`src/rtl/cfg_mask_pkg.sv`:
```
package cfg_mask_pkg;
  localparam int HALF_W = 16;
  localparam int WORD_W = 2 * HALF_W;
  localparam int IDX_W  = 2;

  typedef enum logic [IDX_W-1:0] {
    IDX_CFG    = 2'd0,
    IDX_LANE   = 2'd1,
    IDX_STATUS = 2'd2,
    IDX_NONE   = 2'd3
  } reg_idx_e;

  // configuration register field layout (decoded by the PHY)
  localparam int CFG_WR_BIT    = 0;
  localparam int CFG_ADDR_LSB  = 1;
  localparam int CFG_ADDR_W    = 6;
  localparam int CFG_DATA_LSB  = 7;
  localparam int CFG_DATA_W    = 4;
  // status word layout
  localparam int STS_LOCK_BIT  = 9;
  localparam int STS_OUT_BIT   = 10;
  // per-lane status words on the config port
  localparam logic [CFG_ADDR_W-1:0] LANE_STS_BASE = 6'h30;
endpackage

```
`src/rtl/cfg_masked_reg.sv`:
```
module cfg_masked_reg #(
  parameter int W = 16
) (
  input  logic         clk_i,
  input  logic         rst_ni,
  input  logic         wr_i,
  input  logic [W-1:0] wdata_i,
  input  logic [W-1:0] wmask_i,
  output logic [W-1:0] q_o
);
  for (genvar b = 0; b < W; b++) begin : g_bit
    always_ff @(posedge clk_i or negedge rst_ni) begin
      if (!rst_ni)                  q_o[b] <= 1'b0;
      else if (wr_i && wmask_i[b])  q_o[b] <= wdata_i[b];
    end
  end

  assert_unmasked_keep_R2: assert property (@(posedge clk_i) disable iff (!rst_ni)
    wr_i |=> ((q_o ^ $past(q_o)) & ~$past(wmask_i)) == '0);
  assert_masked_take_R2: assert property (@(posedge clk_i) disable iff (!rst_ni)
    wr_i |=> ((q_o ^ $past(wdata_i)) & $past(wmask_i)) == '0);
  assert_idle_hold_R10: assert property (@(posedge clk_i) disable iff (!rst_ni)
    !wr_i |=> $stable(q_o));
endmodule

```
`src/rtl/cfg_readback.sv`:
```
module cfg_readback
  import cfg_mask_pkg::*;
(
  input  logic [IDX_W-1:0]  addr_i,
  input  logic [HALF_W-1:0] cfg_q_i,
  input  logic [HALF_W-1:0] lane_q_i,
  input  logic              pll_locked_i,
  input  logic              pll_out_i,
  output logic [WORD_W-1:0] rdata_o
);
  logic [HALF_W-1:0] sts_w;
  logic [HALF_W-1:0] low_w;

  always_comb begin
    sts_w               = '0;
    sts_w[STS_LOCK_BIT] = pll_locked_i;
    sts_w[STS_OUT_BIT]  = pll_out_i;
    case (reg_idx_e'(addr_i))
      IDX_CFG:    low_w = cfg_q_i;
      IDX_LANE:   low_w = lane_q_i;
      IDX_STATUS: low_w = sts_w;
      default:    low_w = '0;
    endcase
    rdata_o = {{HALF_W{1'b0}}, low_w};
  end
endmodule

```
`src/rtl/cfg_mask_bank.sv`:
```
module cfg_mask_bank
  import cfg_mask_pkg::*;
#(
  parameter int NUM_LANES     = 4,
  parameter int LANE_IDLE_LSB = 3
) (
  input  logic                  clk_i,
  input  logic                  rst_ni,
  input  logic [IDX_W-1:0]      addr_i,
  input  logic [WORD_W-1:0]     wdata_i,
  input  logic                  we_i,
  output logic [WORD_W-1:0]     rdata_o,
  input  logic                  pll_locked_i,
  input  logic                  pll_out_i,
  output logic [CFG_ADDR_W-1:0] cfg_addr_o,
  output logic [CFG_DATA_W-1:0] cfg_data_o,
  output logic                  cfg_wr_o,
  output logic [NUM_LANES-1:0]  lane_idle_o
);
  localparam int NUM_WR = 2;

  logic [HALF_W-1:0] reg_q [NUM_WR];
  logic [HALF_W-1:0] wmask, wval;

  assign wmask = wdata_i[WORD_W-1:HALF_W];
  assign wval  = wdata_i[HALF_W-1:0];

  for (genvar r = 0; r < NUM_WR; r++) begin : g_reg
    logic sel;
    assign sel = we_i && (addr_i == IDX_W'(r));
    cfg_masked_reg #(.W(HALF_W)) u_reg (
      .clk_i   (clk_i),
      .rst_ni  (rst_ni),
      .wr_i    (sel),
      .wdata_i (wval),
      .wmask_i (wmask),
      .q_o     (reg_q[r])
    );
  end

  assign cfg_wr_o    = reg_q[IDX_CFG][CFG_WR_BIT];
  assign cfg_addr_o  = reg_q[IDX_CFG][CFG_ADDR_LSB +: CFG_ADDR_W];
  assign cfg_data_o  = reg_q[IDX_CFG][CFG_DATA_LSB +: CFG_DATA_W];
  assign lane_idle_o = reg_q[IDX_LANE][LANE_IDLE_LSB +: NUM_LANES];

  cfg_readback u_rd (
    .addr_i       (addr_i),
    .cfg_q_i      (reg_q[IDX_CFG]),
    .lane_q_i     (reg_q[IDX_LANE]),
    .pll_locked_i (pll_locked_i),
    .pll_out_i    (pll_out_i),
    .rdata_o      (rdata_o)
  );

  assert_upper_zero_R8: assert property (@(posedge clk_i) disable iff (!rst_ni)
    rdata_o[WORD_W-1:HALF_W] == '0);
  assert_cfg_fields_R3: assert property (@(posedge clk_i) disable iff (!rst_ni)
    (addr_i == IDX_CFG) |-> (rdata_o[CFG_ADDR_LSB +: CFG_ADDR_W] == cfg_addr_o &&
                             rdata_o[CFG_DATA_LSB +: CFG_DATA_W] == cfg_data_o));
  assert_cfg_strobe_R4: assert property (@(posedge clk_i) disable iff (!rst_ni)
    (addr_i == IDX_CFG) |-> rdata_o[CFG_WR_BIT] == cfg_wr_o);
  assert_lane_idle_R5: assert property (@(posedge clk_i) disable iff (!rst_ni)
    (addr_i == IDX_LANE) |-> rdata_o[LANE_IDLE_LSB +: NUM_LANES] == lane_idle_o);
  assert_status_R6: assert property (@(posedge clk_i) disable iff (!rst_ni)
    (addr_i == IDX_STATUS) |-> (rdata_o[STS_LOCK_BIT] == pll_locked_i &&
                                rdata_o[STS_OUT_BIT] == pll_out_i &&
                                $countones(rdata_o) == 32'(pll_locked_i) + 32'(pll_out_i)));
  assert_status_ro_R7: assert property (@(posedge clk_i) disable iff (!rst_ni)
    (we_i && addr_i == IDX_STATUS) |=> ($stable(cfg_addr_o) && $stable(cfg_data_o) &&
                                        $stable(cfg_wr_o) && $stable(lane_idle_o)));
  assert_unmapped_R9: assert property (@(posedge clk_i) disable iff (!rst_ni)
    (addr_i == IDX_NONE) |-> rdata_o == '0);
endmodule

```
`config.mk`:
```
export PLATFORM = sky130hd
export DESIGN_NAME = cfg_mask_bank
export DESIGN_NICKNAME = d
export VERILOG_FILES = /design/src/rtl/cfg_mask_pkg.sv /design/src/rtl/cfg_masked_reg.sv /design/src/rtl/cfg_readback.sv /design/src/rtl/cfg_mask_bank.sv
export SDC_FILE = /design/constraint.sdc
export NUM_CORES = 1
export LEC_CHECK = 0
export ABC_AREA = 1
export ABC_CLOCK_PERIOD_IN_PS = 1760
export BUFFER_PORTS_ARGS = -buffer_cell sky130_fd_sc_hd__buf_2
export CAP_MARGIN = 25
export CORE_ASPECT_RATIO = 1.5
export CORE_MARGIN = 4
export CORE_UTILIZATION = 40
export CTS_BUF_LIST = sky130_fd_sc_hd__clkbuf_2 sky130_fd_sc_hd__clkbuf_4 sky130_fd_sc_hd__clkbuf_8
export CTS_CLUSTER_SIZE = 30
export DETAILED_ROUTE_END_ITERATION = 6
export PLACE_DENSITY = 0.72
export REMOVE_ABC_BUFFERS = 1
export SLEW_MARGIN = 20
export SYNTH_ARGS = -nofsm -noshare
export SYNTH_HDL_FRONTEND = slang
export SYNTH_SLANG_ARGS = --single-unit
```
`constraint.sdc`:
```
create_clock -name clk_i -period 1.76 [get_ports clk_i]
set_input_delay 0.088 -clock clk_i [delete_from_list [all_inputs] [get_ports clk_i]]
set_output_delay 0.088 -clock clk_i [all_outputs]
set_load 0.01 [all_outputs]
```
* Yosys cells after proc, flatten, opt, wreduce, memory -nomap -nowiden *
Index checks and enable logic that the tools add are counted.

storage, ports and cells
  register bits after elaboration = 32
  input bits = 39
  output and inout bits = 47
  logic and storage cells = 70

operators by class
  eq/ne operators = 2
  multiplexer cells = 1
  reductions and logical operators = 35

operator list
  cell                number
  $pmux 16 s3         1
  $logic_and 1x1->1   34
  $eq 2x1->1 const B  1
  $eq 2x2->1 const B  1
  $logic_not 2->1     1

* Logic depth before layout (Yosys ltp) *
  word-level depth = 3
  depth in mapped cells = 6
  gate-level depth less buffers = 4

* Hierarchy *
Synthesis repeated with hierarchy kept, for this count alone.

second synthesis, totals
  cell total of the unflattened synthesis = 245
  area total of the unflattened synthesis = 1856.8 µm²

by module, submodules not included
  module          times used  cells each  area an instance (µm²)
  cfg_masked_reg  2           83          694.4
  cfg_readback    1           74          449.2
  cfg_mask_bank   1           5           18.8

* Least setup slack after synthesis *
OpenSTA, ideal clock, no wires.

  path type = input-to-output
  from = input addr_i[0]
  to = output rdata_o[0]
  arrival time = 0.725 ns
  setup slack = 0.947 ns
  stages = 6
  buffers on the path = 2
  cells stage by stage = buf_4 > inv_2 > nor2_4 > buf_2 > nand2_1 > nand2_1

on the way
  longest elaborated chain between the ends = 2
  elaborated cells between the ends (all ways) = 4
  classes of those cells = eq/ne (2); mux (1); reduce/logical (1)

ends and longest elaborated chain
  element                                   RTL line             RTL
  start: declaration                        cfg_mask_bank.sv:9   input logic [IDX_W-1:0] addr_i,
  $eq 2x2->1, or another cell as far along  cfg_readback.sv:18   case (reg_idx_e'(addr_i))
  $pmux 16 s3 *                             cfg_readback.sv:18
  end: declaration                          cfg_mask_bank.sv:12  output logic [WORD_W-1:0] rdata_o,

Every way passes the cells marked *; elsewhere a longest branch is shown, timed or not.

* Final worst setup path *
  from = input addr_i[1]
  to = output rdata_o[10]

The elaborated chain is that of the path after synthesis.

==> results.sh <==
export IMPL_path_common_cell="buf_2"
export IMPL_end_kind="primary output"
export IMPL_synth_area_um2=1990
export IMPL_crit_required_ps=1670
export IMPL_coreArea_um2=4810
export IMPL_finalCriticalPeriod_ps=1130
export IMPL_port_buffers=69
export IMPL_fin_crit_sh_pct=64.5
export IMPL_crit_fanout=36
export IMPL_drive_gt1_share_pct=27.5
export IMPL_leakage_nw=1.27
export IMPL_dp_hpwl_mm=3.42
export IMPL_path_delay_family="buffers and inverters"
export IMPL_cts_root_buf="clkbuf_8"
export IMPL_vias=1877
export IMPL_cp_cell_sequence="buf_2, nor2_4, buf_12, nand2_1, nand3_1, buf_2"
export IMPL_fin_cells=380
export IMPL_top_regs="g.u_reg.q_o: 32 flops"
export IMPL_clkSinkCount=32
export IMPL_die_y_um=94.5
export IMPL_start_util_pct=41.4
export IMPL_place_congestion=0.721
export IMPL_tritoncts="done"
export IMPL_final_cell_mix="nand2_1, buf_2, nand4_1, dfrtp_1, nand3_1"
export IMPL_cp_slowest_cell="nor2_4"
export IMPL_grt_pass1_wl_mm=7.79
export IMPL_finalSetupTns_ps=0
export IMPL_clk_pin_slew_ps=80
export IMPL_area_growth_pct=16.3
export IMPL_dp_cells=370
export IMPL_largest_register_ffs=32
export IMPL_cts_setup_buffers=0
export IMPL_status="finished, final reports clean"
export IMPL_ys_ff_latch=32
export IMPL_setup_viol=0
export IMPL_critPathLaunchType="input pin"
export IMPL_drt_iter0_drc=94
export IMPL_fmax_ghz=0.881
export IMPL_avgSynthCellArea_um2=7.58
export IMPL_die_x_um=65.6
export IMPL_dieArea_um2=6200
export IMPL_nets=351
export IMPL_multiInputGateArea_um2=896
export IMPL_final_core_util_pct=48.2
export IMPL_powerDensity_nw_per_um2=941
export IMPL_final_common_cell="nand2_1"
export IMPL_io_pins=86
export IMPL_vdd_drop_max_v=0.000362
export IMPL_slew_headroom_pct=51.5
export IMPL_seq_area_um2=801
export IMPL_slew_viol_final=0
export IMPL_worst_slew_pin_slew_ps=727
export IMPL_grt_overflow_total=0
export IMPL_worstSkewPairLatency_ps=280
export IMPL_yosys_warnings=0
export IMPL_clockBufferDepth=2
export IMPL_wl_mm=4.78
export IMPL_syn_inst=263
export IMPL_numCtsBuffers=5
export IMPL_row_count=31
export IMPL_dr_pass1_iters=5
export IMPL_drc=0
export IMPL_yosys_area_top_type_share_pct=40.2
export IMPL_fin_skew_ps=0
export IMPL_largest_register="g.u_reg.q_o"
export IMPL_critPathMaxStageDelay_ps=300
export IMPL_critical_path_buf_inv_count=3
export IMPL_first_global_vias=1694
export IMPL_fillerInstances=516
export IMPL_ant_nets=0
export IMPL_drt_vias_per_instance=4.94
export IMPL_synth_area_leader_cell="dfrtp_1"
export IMPL_cp_arrival_ps=1050
export IMPL_antenna_found_initial=0
export IMPL_grt_max_degree=65
export IMPL_finalHoldViolations=0
export IMPL_wl_per_cell_um=12.6
export IMPL_min_path_type="input pin to register"
export IMPL_ys_top_cells_by_area="dfrtp_1, nand2_1, nand4_1, buf_4, nand3_1"
export IMPL_ys_types=11
export IMPL_gr_usage_all_layers_pct=16.1
export IMPL_drv_cap=0
export IMPL_grt_setup_unrepaired="no"
export IMPL_path_class="input pin to primary output"
export IMPL_seq_area_frac_synth_pct=40.2
export IMPL_cts_max_level=2
area by class of cell:
cell class	instances	area share, %
inverter	2	0.324
antenna	1	0.108
clock inverter	3	1.83
tap	66	3.56
sequential	32	34.5
timing repair buffer	75	18.0
multi-input combinational	196	38.6
clock buffer	5	2.97
cell usage after synthesis (all sizes together):
cell   number
conb        1
inv         2
nand3      20
buf        48
nor2        2
nand4      48
dfrtp      32
nand2     110
tightest hold or removal path, delay by kind of cell:
family / cells / cell delay (ps)
buffers and inverters: 1 / 100
and+or+nand+nor: 2 / 110
power breakdown:
| group | total (mW) | internal [mW] | switching (mW) |
|---|---|---|---|
| sequential | 0.960 | 0.873 | 0.0872 |
| clock | 0.707 | 0.419 | 0.289 |
| combinational | 0.515 | 0.204 | 0.310 |
final timing paths:
path | cells past startpoint | to | start | slack [ps]
max | 6 | rdata_o[10] | addr_i[1] | 630
min | 3 | g_reg[1].u_reg.q_o[13]$_DFFE_PN0P_ | wdata_i[13] | 60
max reg2reg | 2 | g_reg[1].u_reg.q_o[4]$_DFFE_PN0P_ | g_reg[1].u_reg.q_o[4]$_DFFE_PN0P_ | 1120
min reg2reg | 2 | g_reg[0].u_reg.q_o[12]$_DFFE_PN0P_ | g_reg[0].u_reg.q_o[12]$_DFFE_PN0P_ | 480
max in group asynchronous | 2 | g_reg[1].u_reg.q_o[9]$_DFFE_PN0P_ | rst_ni | 890
min in group asynchronous | 2 | g_reg[0].u_reg.q_o[2]$_DFFE_PN0P_ | rst_ni | 390
layer usage:
metal | wire (um) | vias up | share of wire [%] | global-route usage, %
li1 | - | 946 | - | -
met1 | 1830 | 853 | 38 | 18.1
met2 | 2480 | 73 | 52 | 28.4
met3 | 387 | 5 | 8.1 | 4.05
met4 | 84 | 0 | 1.8 | 6.75
met5 | 0 | - | 0 | 0
metrics by stage:
stage / setup WS (ps) / total power, mW / hold WS, ps / cell area, um2
after detailed placement: 620 / 1.49 / 197 / 2190
after global placement: 643 / 1.48 / 198 / 2190
after floorplan: 771 / 1.21 / -208 / 1700
final: 625 / 2.18 / 56.7 / 2320
after global routing: 537 / 2.32 / 59.2 / 2320
after CTS: 631 / 2.21 / 48.5 / 2320
cell families (layout without fill, tap and decap cells):
| logic type | count (synthesis) | after routing | share of synthesized area, % |
|---|---|---|---|
| AND/OR/NAND/NOR | 180 | 180 | 41.9 |
| buffers and inverters | 50 | 85 | 17.7 |
| flip-flops | 32 | 32 | 40.2 |
| other | 1 | 17 | 0.188 |
timing repair:
| action | CTS | global route |
|---|---|---|
| gates resized for setup | 0 | 0 |
| endpoints found under the hold margin | 32 | 0 |
| hold buffers | 1 | 0 |
| setup endpoints to repair | 0 | 0 |
No activity file was read; power rests on OpenSTA's default activity.
